==> config.mk <==
export PLATFORM = sky130hd
export DESIGN_NAME = cfill_engine
export DESIGN_NICKNAME = d
export VERILOG_FILES = /design/src/rtl/cfill_pkg.sv /design/src/rtl/cfill_decode.sv /design/src/rtl/cfill_chunker.sv /design/src/rtl/cfill_engine.sv
export SDC_FILE = /design/constraint.sdc
export NUM_CORES = 1
export LEC_CHECK = 0
export BUFFER_PORTS_ARGS = -buffer_cell sky130_fd_sc_hd__buf_2
export CORE_ASPECT_RATIO = 0.8
export CORE_UTILIZATION = 25
export DETAILED_ROUTE_END_ITERATION = 10
export GPL_ROUTABILITY_DRIVEN = 0
export PLACE_DENSITY = 0.45
export SYNTH_ARGS = -nofsm -noshare
export SYNTH_HDL_FRONTEND = slang
export SYNTH_SLANG_ARGS = --single-unit
==> constraint.sdc <==
create_clock -name clk -period 5.4 [get_ports clk]
set_input_delay 1.08 -clock clk [delete_from_list [all_inputs] [get_ports clk]]
set_output_delay 1.08 -clock clk [all_outputs]
set_load 0.02 [all_outputs]
==> src/rtl/cfill_pkg.sv <==
package cfill_pkg;

    localparam int BODY_BYTES = 16;
    localparam int BODY_W     = 8 * BODY_BYTES;

    typedef enum logic [1:0] {
        ST_IDLE  = 2'd0,
        ST_ISSUE = 2'd1,
        ST_WAIT  = 2'd2
    } cfill_state_e;

    typedef struct packed {
        logic [1:0]  elem_log2;
        logic [11:0] rsvd;
        logic [1:0]  swap;
        logic [7:0]  sub_code;
        logic [7:0]  cmd_code;
    } cfill_hdr_t;

endpackage

==> src/rtl/cfill_decode.sv <==
module cfill_decode
    import cfill_pkg::*;
#(
    parameter int ADDR_W = 48,
    parameter int CNT_W  = 32,
    parameter int LEN_W  = CNT_W + 4
) (
    input  logic [31:0]       hdr_i,
    input  logic [BODY_W-1:0] body_i,
    output logic [ADDR_W-1:0] dst_addr_o,
    output logic [7:0]        fill_byte_o,
    output logic [LEN_W-1:0]  total_len_o
);

    cfill_hdr_t       hdr;
    logic [CNT_W-1:0] count;
    logic [LEN_W-1:0] elems;
    logic             unused_fields;

    assign hdr         = cfill_hdr_t'(hdr_i);
    assign dst_addr_o  = body_i[ADDR_W-1:0];
    assign fill_byte_o = body_i[71:64];
    assign count       = body_i[96 +: CNT_W];

    always_comb begin
        elems       = LEN_W'(count) + LEN_W'(1);
        total_len_o = elems << hdr.elem_log2;
    end

    assign unused_fields = ^{hdr_i, body_i};

endmodule

==> src/rtl/cfill_chunker.sv <==
module cfill_chunker #(
    parameter int ADDR_W     = 48,
    parameter int LEN_W      = 36,
    parameter int PAGE_BYTES = 4096,
    localparam int PG_SH     = $clog2(PAGE_BYTES),
    localparam int PGL_W     = PG_SH + 1
) (
    input  logic [ADDR_W-1:0] cur_addr_i,
    input  logic [LEN_W-1:0]  remain_i,
    output logic [PGL_W-1:0]  chunk_len_o,
    output logic              chunk_last_o
);

    logic [PGL_W-1:0] room;
    logic             unused_addr;

    always_comb begin
        room = PGL_W'(PAGE_BYTES) - PGL_W'(cur_addr_i[PG_SH-1:0]);
        if (remain_i <= LEN_W'(room)) begin
            chunk_len_o  = PGL_W'(remain_i);
            chunk_last_o = 1'b1;
        end else begin
            chunk_len_o  = room;
            chunk_last_o = 1'b0;
        end
    end

    assign unused_addr = ^cur_addr_i;

endmodule

==> src/rtl/cfill_engine.sv <==
module cfill_engine
    import cfill_pkg::*;
#(
    parameter int ADDR_W     = 48,
    parameter int CNT_W      = 32,
    parameter int PAGE_BYTES = 4096,
    parameter int PTR_W      = 32,
    localparam int PG_SH     = $clog2(PAGE_BYTES),
    localparam int PGL_W     = PG_SH + 1,
    localparam int LEN_W     = CNT_W + 4
) (
    input  logic              clk,
    input  logic              rst_n,
    input  logic              cmd_valid,
    output logic              cmd_ready,
    input  logic [31:0]       cmd_header,
    input  logic [BODY_W-1:0] cmd_body,
    output logic [PTR_W-1:0]  rptr,
    output logic              wr_valid,
    input  logic              wr_ready,
    output logic [ADDR_W-1:0] wr_addr,
    output logic [PGL_W-1:0]  wr_len,
    output logic [7:0]        wr_byte,
    input  logic              wr_ack,
    output logic              busy,
    output logic              done
);

    typedef struct packed {
        cfill_state_e      state;
        logic [ADDR_W-1:0] addr;
        logic [LEN_W-1:0]  remain;
        logic [7:0]        fbyte;
        logic [PGL_W-1:0]  clen;
        logic              clast;
        logic [PTR_W-1:0]  rptr;
        logic              done;
    } regs_t;

    regs_t r_d, r_q;

    logic [ADDR_W-1:0] dec_addr;
    logic [7:0]        dec_byte;
    logic [LEN_W-1:0]  dec_len;
    logic [PGL_W-1:0]  chunk_len;
    logic              chunk_last;

    cfill_decode #(
        .ADDR_W (ADDR_W),
        .CNT_W  (CNT_W),
        .LEN_W  (LEN_W)
    ) i_decode (
        .hdr_i       (cmd_header),
        .body_i      (cmd_body),
        .dst_addr_o  (dec_addr),
        .fill_byte_o (dec_byte),
        .total_len_o (dec_len)
    );

    cfill_chunker #(
        .ADDR_W     (ADDR_W),
        .LEN_W      (LEN_W),
        .PAGE_BYTES (PAGE_BYTES)
    ) i_chunker (
        .cur_addr_i   (r_q.addr),
        .remain_i     (r_q.remain),
        .chunk_len_o  (chunk_len),
        .chunk_last_o (chunk_last)
    );

    always_comb begin
        r_d      = r_q;
        r_d.done = 1'b0;
        unique case (r_q.state)
            ST_IDLE: begin
                if (cmd_valid) begin
                    r_d.addr   = dec_addr;
                    r_d.remain = dec_len;
                    r_d.fbyte  = dec_byte;
                    r_d.rptr   = r_q.rptr + PTR_W'(BODY_BYTES);
                    r_d.state  = ST_ISSUE;
                end
            end
            ST_ISSUE: begin
                if (wr_ready) begin
                    r_d.clen  = chunk_len;
                    r_d.clast = chunk_last;
                    r_d.state = ST_WAIT;
                end
            end
            ST_WAIT: begin
                if (wr_ack) begin
                    if (r_q.clast) begin
                        r_d.state = ST_IDLE;
                        r_d.done  = 1'b1;
                    end else begin
                        r_d.addr   = r_q.addr + ADDR_W'(r_q.clen);
                        r_d.remain = r_q.remain - LEN_W'(r_q.clen);
                        r_d.state  = ST_ISSUE;
                    end
                end
            end
            default: r_d.state = ST_IDLE;
        endcase
    end

    always_ff @(posedge clk or negedge rst_n) begin
        if (!rst_n) begin
            r_q <= '0;
        end else begin
            r_q <= r_d;
        end
    end

    assign cmd_ready = (r_q.state == ST_IDLE);
    assign busy      = (r_q.state != ST_IDLE);
    assign wr_valid  = (r_q.state == ST_ISSUE);
    assign wr_addr   = r_q.addr;
    assign wr_len    = chunk_len;
    assign wr_byte   = r_q.fbyte;
    assign rptr      = r_q.rptr;
    assign done      = r_q.done;


    page_cross_chk: assert property (@(posedge clk) disable iff (!rst_n)
        wr_valid |-> (wr_len != '0) &&
            ((int'(wr_addr[PG_SH-1:0]) + int'(wr_len)) <= PAGE_BYTES));


    req_hold_chk: assert property (@(posedge clk) disable iff (!rst_n)
        (wr_valid && !wr_ready) |=> wr_valid && $stable(wr_addr) &&
            $stable(wr_len) && $stable(wr_byte));


    one_outstanding_chk: assert property (@(posedge clk) disable iff (!rst_n)
        (wr_valid && wr_ready) |=> !wr_valid);


    done_after_ack_chk: assert property (@(posedge clk) disable iff (!rst_n)
        done |-> $past(wr_ack) && !busy);


    accept_busy_chk: assert property (@(posedge clk) disable iff (!rst_n)
        (cmd_valid && cmd_ready) |=> busy);


    rptr_step_chk: assert property (@(posedge clk) disable iff (!rst_n)
        (cmd_valid && cmd_ready) |=> rptr == $past(rptr) + PTR_W'(BODY_BYTES));

endmodule

* Word level (Yosys, flattened, before mapping)
Cells that the tools add are included.
** Storage, ports and cells
- Bits in registers :: 141
- Bits of input ports :: 165
- Output and inout bits :: 105
** Cells by class
- Add/subtract/negate cells :: 5
- Magnitude comparators :: 1
- Eq/ne operators :: 6
- Shift operators :: 1
- Mux-type cells :: 12
- Reductions and logical operators :: 7
** Operators with widths (count)
- $pmux 84 s2 :: 1
- $mux 94 :: 1
- $mux 86 :: 1
- $mux 84 :: 1
- $add 48x13->48 :: 1
- $le 36x13->1 :: 1
- $shl 36x2->36 :: 1
- $sub 36x13->36 :: 1
- $add 32x1->33 const B :: 1
- $add 32x5->32 const B :: 1
- $mux 13 :: 1
- $sub 13x12->13 const A :: 1
- $ne 2x2->1 const B :: 3
- $pmux 2 s3 :: 1
- $mux 1 :: 5
- $reduce_and 2->1 :: 2
- $reduce_and 4->1 :: 1
- $reduce_bool 2->1 :: 2
- $reduce_and 3->1 :: 1
- $eq 2x1->1 const B :: 1
- $eq 2x2->1 const B :: 1
- $logic_not 2->1 :: 1
- $mux 2 :: 1
- $ne 2x1->1 const B :: 1

* Depth between registers and ports, before layout
Gate-level depths: netlist of run 1.
- Depth in word-level cells :: 4
- Mapped depth :: 14
- Gate-level depth less buffers :: 13

* Hierarchy
From an unflattened synthesis of run 1, not the netlist that was laid out.
** Second synthesis, totals
- Cells, all modules :: 1451
- Area total of the unflattened synthesis :: 12029.0 µm²
** Modules (own cells, without submodules)
- cfill_engine :: instances 1, cells an instance 1007, area each 8934.8 µm²
- cfill_decode :: instances 1, cells an instance 345, area each 2332.2 µm²
- cfill_chunker :: instances 1, cells an instance 99, area each 762.0 µm²

* Worst setup path before layout of run 1
No wires, ideal clock.
- Path type :: reg2out
- Start point :: register r_q, in the netlist wr_addr[2]
- End point :: output port wr_len[12]
- Data arrival time :: 3.786 ns
- Required time :: 4.320 ns
- Setup slack :: 0.534 ns
- Cell stages (with the launch flop) :: 14
- Cell sequence :: dfrtp_1 -> or3_1 -> or2_2 -> nor4_1 -> nor3b_1 -> xor2_1 -> ha_1 -> a21o_1 -> a21oi_1 -> nor2b_1 -> o41ai_1 -> clkbuf_1 -> nand3_1 -> o21ai_0
** On the way
- Cells in the longest elaborated chain, start to end :: 3
** RTL lines
- from (decl) :: line cfill_engine.sv:40 : regs_t r_d, r_q;
- from (signal assigned) :: line cfill_engine.sv:111 : r_q <= r_d;
- $sub 13x12->13 * :: line cfill_chunker.sv:18 : room = PGL_W'(PAGE_BYTES) - PGL_W'(cur_addr_i[PG_SH-1:0]);
- $le 36x13->1 :: line cfill_chunker.sv:19 : if (remain_i <= LEN_W'(room)) begin
- $mux 13 * :: line cfill_chunker.sv:19
- to (decl) :: line cfill_engine.sv:22 : output logic [PGL_W-1:0] wr_len,
Every way passes the cells marked *; elsewhere a longest branch is shown, timed or not.

* Worst setup path after layout of run 1
- Start point :: register r_q, in the netlist wr_addr[2]
- End point :: output port wr_len[6]
The elaborated chain is that of the path after synthesis.

==> results of run 1 <==
==> power groups by stage <==
stage	combinational, uW	clock, uW	sequential [uW]
finish	4330	1260	1980
global route	4820	1340	2060
CTS	4250	1310	1970
detailed placement	4220	0	1980
global placement	4180	0	1980
floorplan	3320	0	1780
==> cell usage in the layout, fill, tap and decap left out, types with 6 or more instances in the layout <==
cell type and n:
and4_1 9, nor2b_1 18, nor3_1 38, nor2_1 118, nor4_1 32, o311ai_0 20, or4_1 7, xnor2_1 44
o31a_1 6, a311oi_1 8, nand2b_1 8, buf_4 32, or3_1 21, clkbuf_16 17, a22oi_1 12, o211ai_1 25
a211o_1 10, nand3_1 83, a221oi_1 13, o31ai_1 10, a31oi_1 30, or2_2 8, a21o_1 23, and2_1 14
a21oi_1 77, nand2_1 152, o21a_1 14, ha_1 42, o22ai_1 8, and3_1 30, dfrtp_1 135, xor2_1 22
buf_2 193, nand4_1 49, mux2i_1 14, o21ai_0 84, a211oi_1 16, inv_1 34
==> cell families (layout without fill, tap and decap cells) <==
group / count (synthesis) / in the layout / synth area share
compound gates: 417 / 417 / 0.240
xor+xnor: 67 / 67 / 0.0495
fa+ha+maj: 44 / 44 / 0.0477
buf+inv: 211 / 294 / 0.0958
flops: 137 / 137 / 0.289
mux: 20 / 20 / 0.0185
other cells: 1 / 5 / 0.000316
simple gates: 613 / 613 / 0.259
==> how the worst max path moves through the flow <==
stage / from / depth (start not counted) / end
finish: wr_addr[2] / 15 / wr_len[6]
global route: wr_addr[2] / 15 / wr_len[3]
CTS: wr_addr[2] / 15 / wr_len[10]
detailed placement: wr_addr[2] / 14 / wr_len[4]
global placement: wr_addr[2] / 14 / wr_len[8]
floorplan: wr_addr[2] / 13 / wr_len[12]
==> state kept, by name, indices dropped and copies added, names as in the netlist <==
name and count:
done 1, rptr 28, wr_addr 48, r_q 52
wr_byte 8
==> through the flow <==
step	setup WS (ns)	setup TNS [ns]	hold slack (ns)
final	0.122	0	0.468
after global routing	-0.0120	-0.0261	0.497
after CTS	0.0365	0	0.473
after detailed placement	0.366	0	0.459
after global placement	0.436	0	0.454
after floorplan	0.534	0	0.447
==> cell type report <==
| type | count | area, um^2 | share of cell area |
|---|---|---|---|
| clock buffer | 21 | 470 | 0.0346 |
| tap | 612 | 766 | 0.0564 |
| antenna | 1 | 2.50 | 0.000184 |
| clock inverter | 11 | 145 | 0.0107 |
| sequential | 137 | 3430 | 0.253 |
| timing repair buffer | 228 | 1240 | 0.0913 |
| inverter | 34 | 128 | 0.00940 |
| multi-input combinational | 1165 | 7400 | 0.545 |
==> repair_timing <==
item,in CTS,in global routing
setup endpoints to repair,7,13
pin swaps,1,2
gates resized for setup,1,20
gates cloned,0,2
setup buffers,1,5
==> cell usage after synthesis, types with 34 or more instances <==
library cell  instances
a21oi_1              78
ha_1                 42
nand4_1              49
nor4_1               34
xnor2_1              44
clkbuf_1             66
nand3_1              83
dfrtp_1             137
nor3_1               38
o21ai_0              86
inv_1                34
nand2_1             154
nor2_1              119
buf_4                89
==> worst max-delay path, cell delays in order, from the launching register on <==
cell and delay [ns]:
dfrtp_2 0.45, or3_1 0.41, or2_2 0.33, nor4_2 0.14
buf_4 0.16, nor3b_4 0.22, xor2_2 0.19, ha_1 0.27
a21o_1 0.17, a21oi_1 0.16, nor2b_1 0.11, o41ai_4 0.48
buf_4 0.24, nand3_1 0.10, nand2_1 0.13, buf_2 0.18
==> routing by layer <==
metal  track usage  routed length, um
met1         0.267              21800
met2         0.267              19100
met3        0.0377               2580
met4        0.0386                414
met5             0                 12
==> results_dict.tcl, run 1 <==
set metrics [dict create \
    status "finished, final reports clean" \
    cts_made_buffers 17 \
    overflow 0 \
    reg2reg_depth 15 \
    ys_seq_area_frac 0.289 \
    p_sw_uw 3740 \
    clk_pin_slew_ns 0.07 \
    finalCoreUtilization 0.294 \
    reg2reg_to "r_q[39]" \
    synth_edf_count 0 \
    worstSkewPairLatency_ns 0.45 \
    initial_core_util 0.256 \
    setup_viol 0 \
    fin_skew_ns 0.0166 \
    dp.cells 2168 \
    ant_nets 0 \
    hp-class "reg -> reg" \
    whs_path_depth 2 \
    avgSynthCellArea_um2 7.85 \
    power_frac_seq 0.261 \
    criticalPathCategory "reg -> out" \
    synthCells 1510 \
    synthFlopType "dfrtp_1" \
    reg2reg_slack_ns 1.46 \
    cp.arrival_ns 4.20 \
    h-tree-depth 4 \
    critPathLaunchType "register" \
    swShare 0.494 \
    fin_crit_sh 0.977 \
    cts_buffer_depth 2 \
    final_area_mm2 0.0136 \
    worst_slew_pin_slew_ns 1.12 \
    vias 12000 \
    dp_hpwl_um 32100 \
    placed_cell_area_mm2 0.0128 \
    hold_violations 0 \
    drc 0 \
    io_buffers 195 \
    fp.dieH_um 197 \
    num_rows 70 \
    fmax_mhz 189 \
    via_per_inst 5.45 \
    cts.sinks 137 \
    finalPower_uw 7570 \
    whs_endpoint "wr_byte[0]" \
    reg2reg_from "wr_addr[2]" \
    fill_cells 5029 \
    netlist_area_mm2 0.0119 \
    vdd_ir_drop_max_mv 0.274 \
    synth_top_area_cell "dfrtp_1" \
    fin_nets 1792 \
    clock_tree.root_cell "clkbuf_16" \
    fin_cells 2209 \
    slew_headroom 0.244 \
    drtIter0Drc 851 \
    hp-start "wr_byte[0]" \
    ctsHoldBuffers 0 \
    maxCapViolCount 0 \
    worstPathMaxFanout 6 \
    power.density_mw_per_mm2 558 \
    grt_antenna_before_repair 2 \
    layout-drive-gt1-share 0.186 \
    grt_first_pass_wirelength_um 68100 \
    period_minus_slack_ns 5.28 \
    grt_use_total 0.181 \
    ioPinCount 270 \
    synth.top_cells.by_area "dfrtp_1 29%, buf_4 5.6%, nand2_1 4.9%" \
    wirelength_um 43900 \
    combinationalPowerShare 0.572 \
    ys_types 78 \
    dieWidth_um 245 \
    dr.pass1.iters 5 \
    cts_tree "yes" \
    ys_ff_latch 137 \
    synth_top_area_frac 0.289 \
    wl_per_cell_um 19.9 \
    slew_viol_final 0 \
    pwr-share-clk 0.167 \
    syn_to_final_growth_pct 14.6 \
    p_int_uw 3830 \
    yosysWarnings 0 \
    end_kind "output port" \
    core_mm2 0.0462 \
    power_leakage_uw 0.00572 \
    grt_max_degree 74 \
    grt_pass1_vias 11500 \
    ys_async_sr_fraction 1.00 \
    die_area_mm2 0.0483 \
    required_ns 4.32 \
]
Power figures use the tool's default switching activity.
==> inputs of run 2 (changes only) <==
==> constraint.sdc (replaced) <==
create_clock -name clk -period 5.4 [get_ports clk]
set_input_delay 1.08 -clock clk [delete_from_list [all_inputs] [get_ports clk]]
set_output_delay 1.08 -clock clk [all_outputs]
set_load 0.05 [all_outputs]
==> results_dict.tcl, run 2 (synthesis gave the netlist of run 1 again) <==
set metrics [dict create \
    grt_use_total 0.179 \
    maxCapViolCount 0 \
    grt_pass1_vias 11300 \
    hold_violations 0 \
    cts.sinks 137 \
    multi_input_area_mm2 0.00739 \
    vdd_ir_drop_max_mv 0.435 \
    required_ns 4.32 \
    fmax_mhz 191 \
    crit_top_cell "buf_4" \
    setup-tns-final_ns 0 \
    setup_viol 0 \
    fin_cells 2209 \
    wirelength_um 43600 \
    ctsHoldBuffers 0 \
    clk_pin_slew_ns 0.06 \
    die_area_mm2 0.0483 \
    worstPathMaxFanout 8 \
    crit_buf_inv 3 \
    largest_reg_flops 52 \
    wl_per_cell_um 19.8 \
    regArea_mm2 0.00343 \
    grt_antenna_before_repair 2 \
    io_buffers 195 \
    period_minus_slack_ns 5.23 \
    dr.pass1.iters 6 \
    h-tree-depth 4 \
    via_per_inst 5.42 \
    dieWidth_um 245 \
    fin_ws_ns 0.174 \
    fill_cells 5061 \
    power_leakage_uw 0.00581 \
    power.density_mw_per_mm2 620 \
    cts_made_buffers 17 \
    fin_nets 1792 \
    initial_core_util 0.256 \
    crit_slowest_cell "o41ai_4" \
    status "finished, final reports clean" \
    core_mm2 0.0462 \
    overflow 0 \
    dp_hpwl_um 31600 \
    crit_path_max_incr_delay_ns 0.45 \
    syn_to_final_growth_pct 16.2 \
    fp.dieH_um 197 \
    cts_buffer_depth 2 \
    final_common_cell "buf_2" \
    vias 12000 \
    worstPathCellList "or3_1, or2_2, nor4_2, buf_4, nor3b_2, xor2_1, ha_1, a21o_1, a21oi_1, nor2b_1, o41ai_4, buf_4, nand3_1, o21ai_1, buf_12" \
    layout-drive-gt1-share 0.185 \
    slew_headroom 0.254 \
    final_cell_mix "181 x buf_2, 151 x nand2_1, 137 x dfrtp_1" \
    slew_viol_final 0 \
    place_ws_ns 0.403 \
    worstSkewPairLatency_ns 0.45 \
    critPathLaunchType "register" \
    worst_slew_pin_slew_ns 1.12 \
    ant_nets 0 \
    clock_tree.root_cell "clkbuf_16" \
    cts_tree "yes" \
    fin_crit_sh 0.968 \
    cp.arrival_ns 4.15 \
    grt_max_degree 87 \
    drtIter0Drc 862 \
    drc 0 \
    ioPinCount 270 \
    fin_skew_ns 0.0152 \
    end_kind "output port" \
    grt_first_pass_wirelength_um 67300 \
    criticalPathCategory "reg -> out" \
    hp-class "reg -> reg" \
    dp.cells 2172 \
    regMostFlops "r_q" \
    num_rows 70 \
    critPathTopFamily "simple AND/OR/NAND/NOR gates" \
]
run 2: changes by cell type in the layout (fill, tap and decap cells not counted), moves of 2 or more:
cell        delta
bufinv_16      +2
o21ai_2        +2
dfrtp_2        -2
o21ai_0        -7
buf_2         -12
clkinvlp_4     -2
buf_12        +11
dfrtp_1        +2
o21ai_1        +5
run 2: through the flow:
stage	cell area, um^2	total power (uW)	hold WS (ns)	util
2_1_floorplan	11900	5790	0.447	-
3_3_place_gp	13000	7040	0.453	0.282
3_5_place_dp	13000	7070	0.461	0.282
4_1_cts	13700	8480	0.478	0.296
5_1_grt	13800	9180	0.509	0.298
6_report	13800	8540	0.469	0.298
run 2: path summary, 6_finish.rpt:
check | from | end | slack, ns | depth (start not counted)
worst min-delay path | wr_byte[5] | wr_byte[5] | 0.47 | 2
worst min register to register | wr_byte[5] | wr_byte[5] | 0.47 | 2
max in group asynchronous | rst_n | wr_addr[10] | 3.63 | 2
worst max register to register | wr_addr[4] | r_q[46] | 1.61 | 15
worst max-delay path | wr_addr[4] | wr_len[12] | 0.17 | 15
min in group asynchronous | rst_n | wr_byte[0] | 0.73 | 1
run 2: area by class of cell:
cell class | count | area share
Multi-Input combinational cell | 1165 | 0.536
Clock buffer | 21 | 0.0334
Sequential cell | 137 | 0.249
Tap cell | 612 | 0.0556
Clock inverter | 11 | 0.0141
Timing Repair Buffer | 228 | 0.102
Antenna cell | 1 | 0.000182
Inverter | 34 | 0.00927
run 2: power breakdown:
part           total (uW)  switching (uW)  internal [uW]
Clock                1350             506            845
Sequential           1970             542           1430
Combinational        5220            3410           1810
run 2: layer usage:
layer	vias up	track usage	share of wire
met5	-	0	0.00030
met4	2	0.0338	0.0084
met3	28	0.0387	0.066
met2	397	0.263	0.43
met1	5848	0.265	0.49
li1	5708	-	-
run 2: timing repair:
action | in CTS | in global routing
setup endpoints to repair | 8 | 13
gates cloned | 0 | 2
gates resized for setup | 4 | 24
buffers inserted | 0 | 2
pin swaps | 0 | 3
run 2: worst register-to-register path, stage by stage (launching register included):
cell and delay, ns:
dfrtp_1 0.44, or3_1 0.38, or2_2 0.33, nor4_2 0.16
buf_4 0.17, nor3b_2 0.17, xor2_1 0.23, ha_1 0.29
a21o_1 0.16, a21oi_1 0.14, nor2b_1 0.11, o41ai_4 0.45
buf_4 0.25, buf_4 0.17, nand4_1 0.11, o211ai_1 0.13
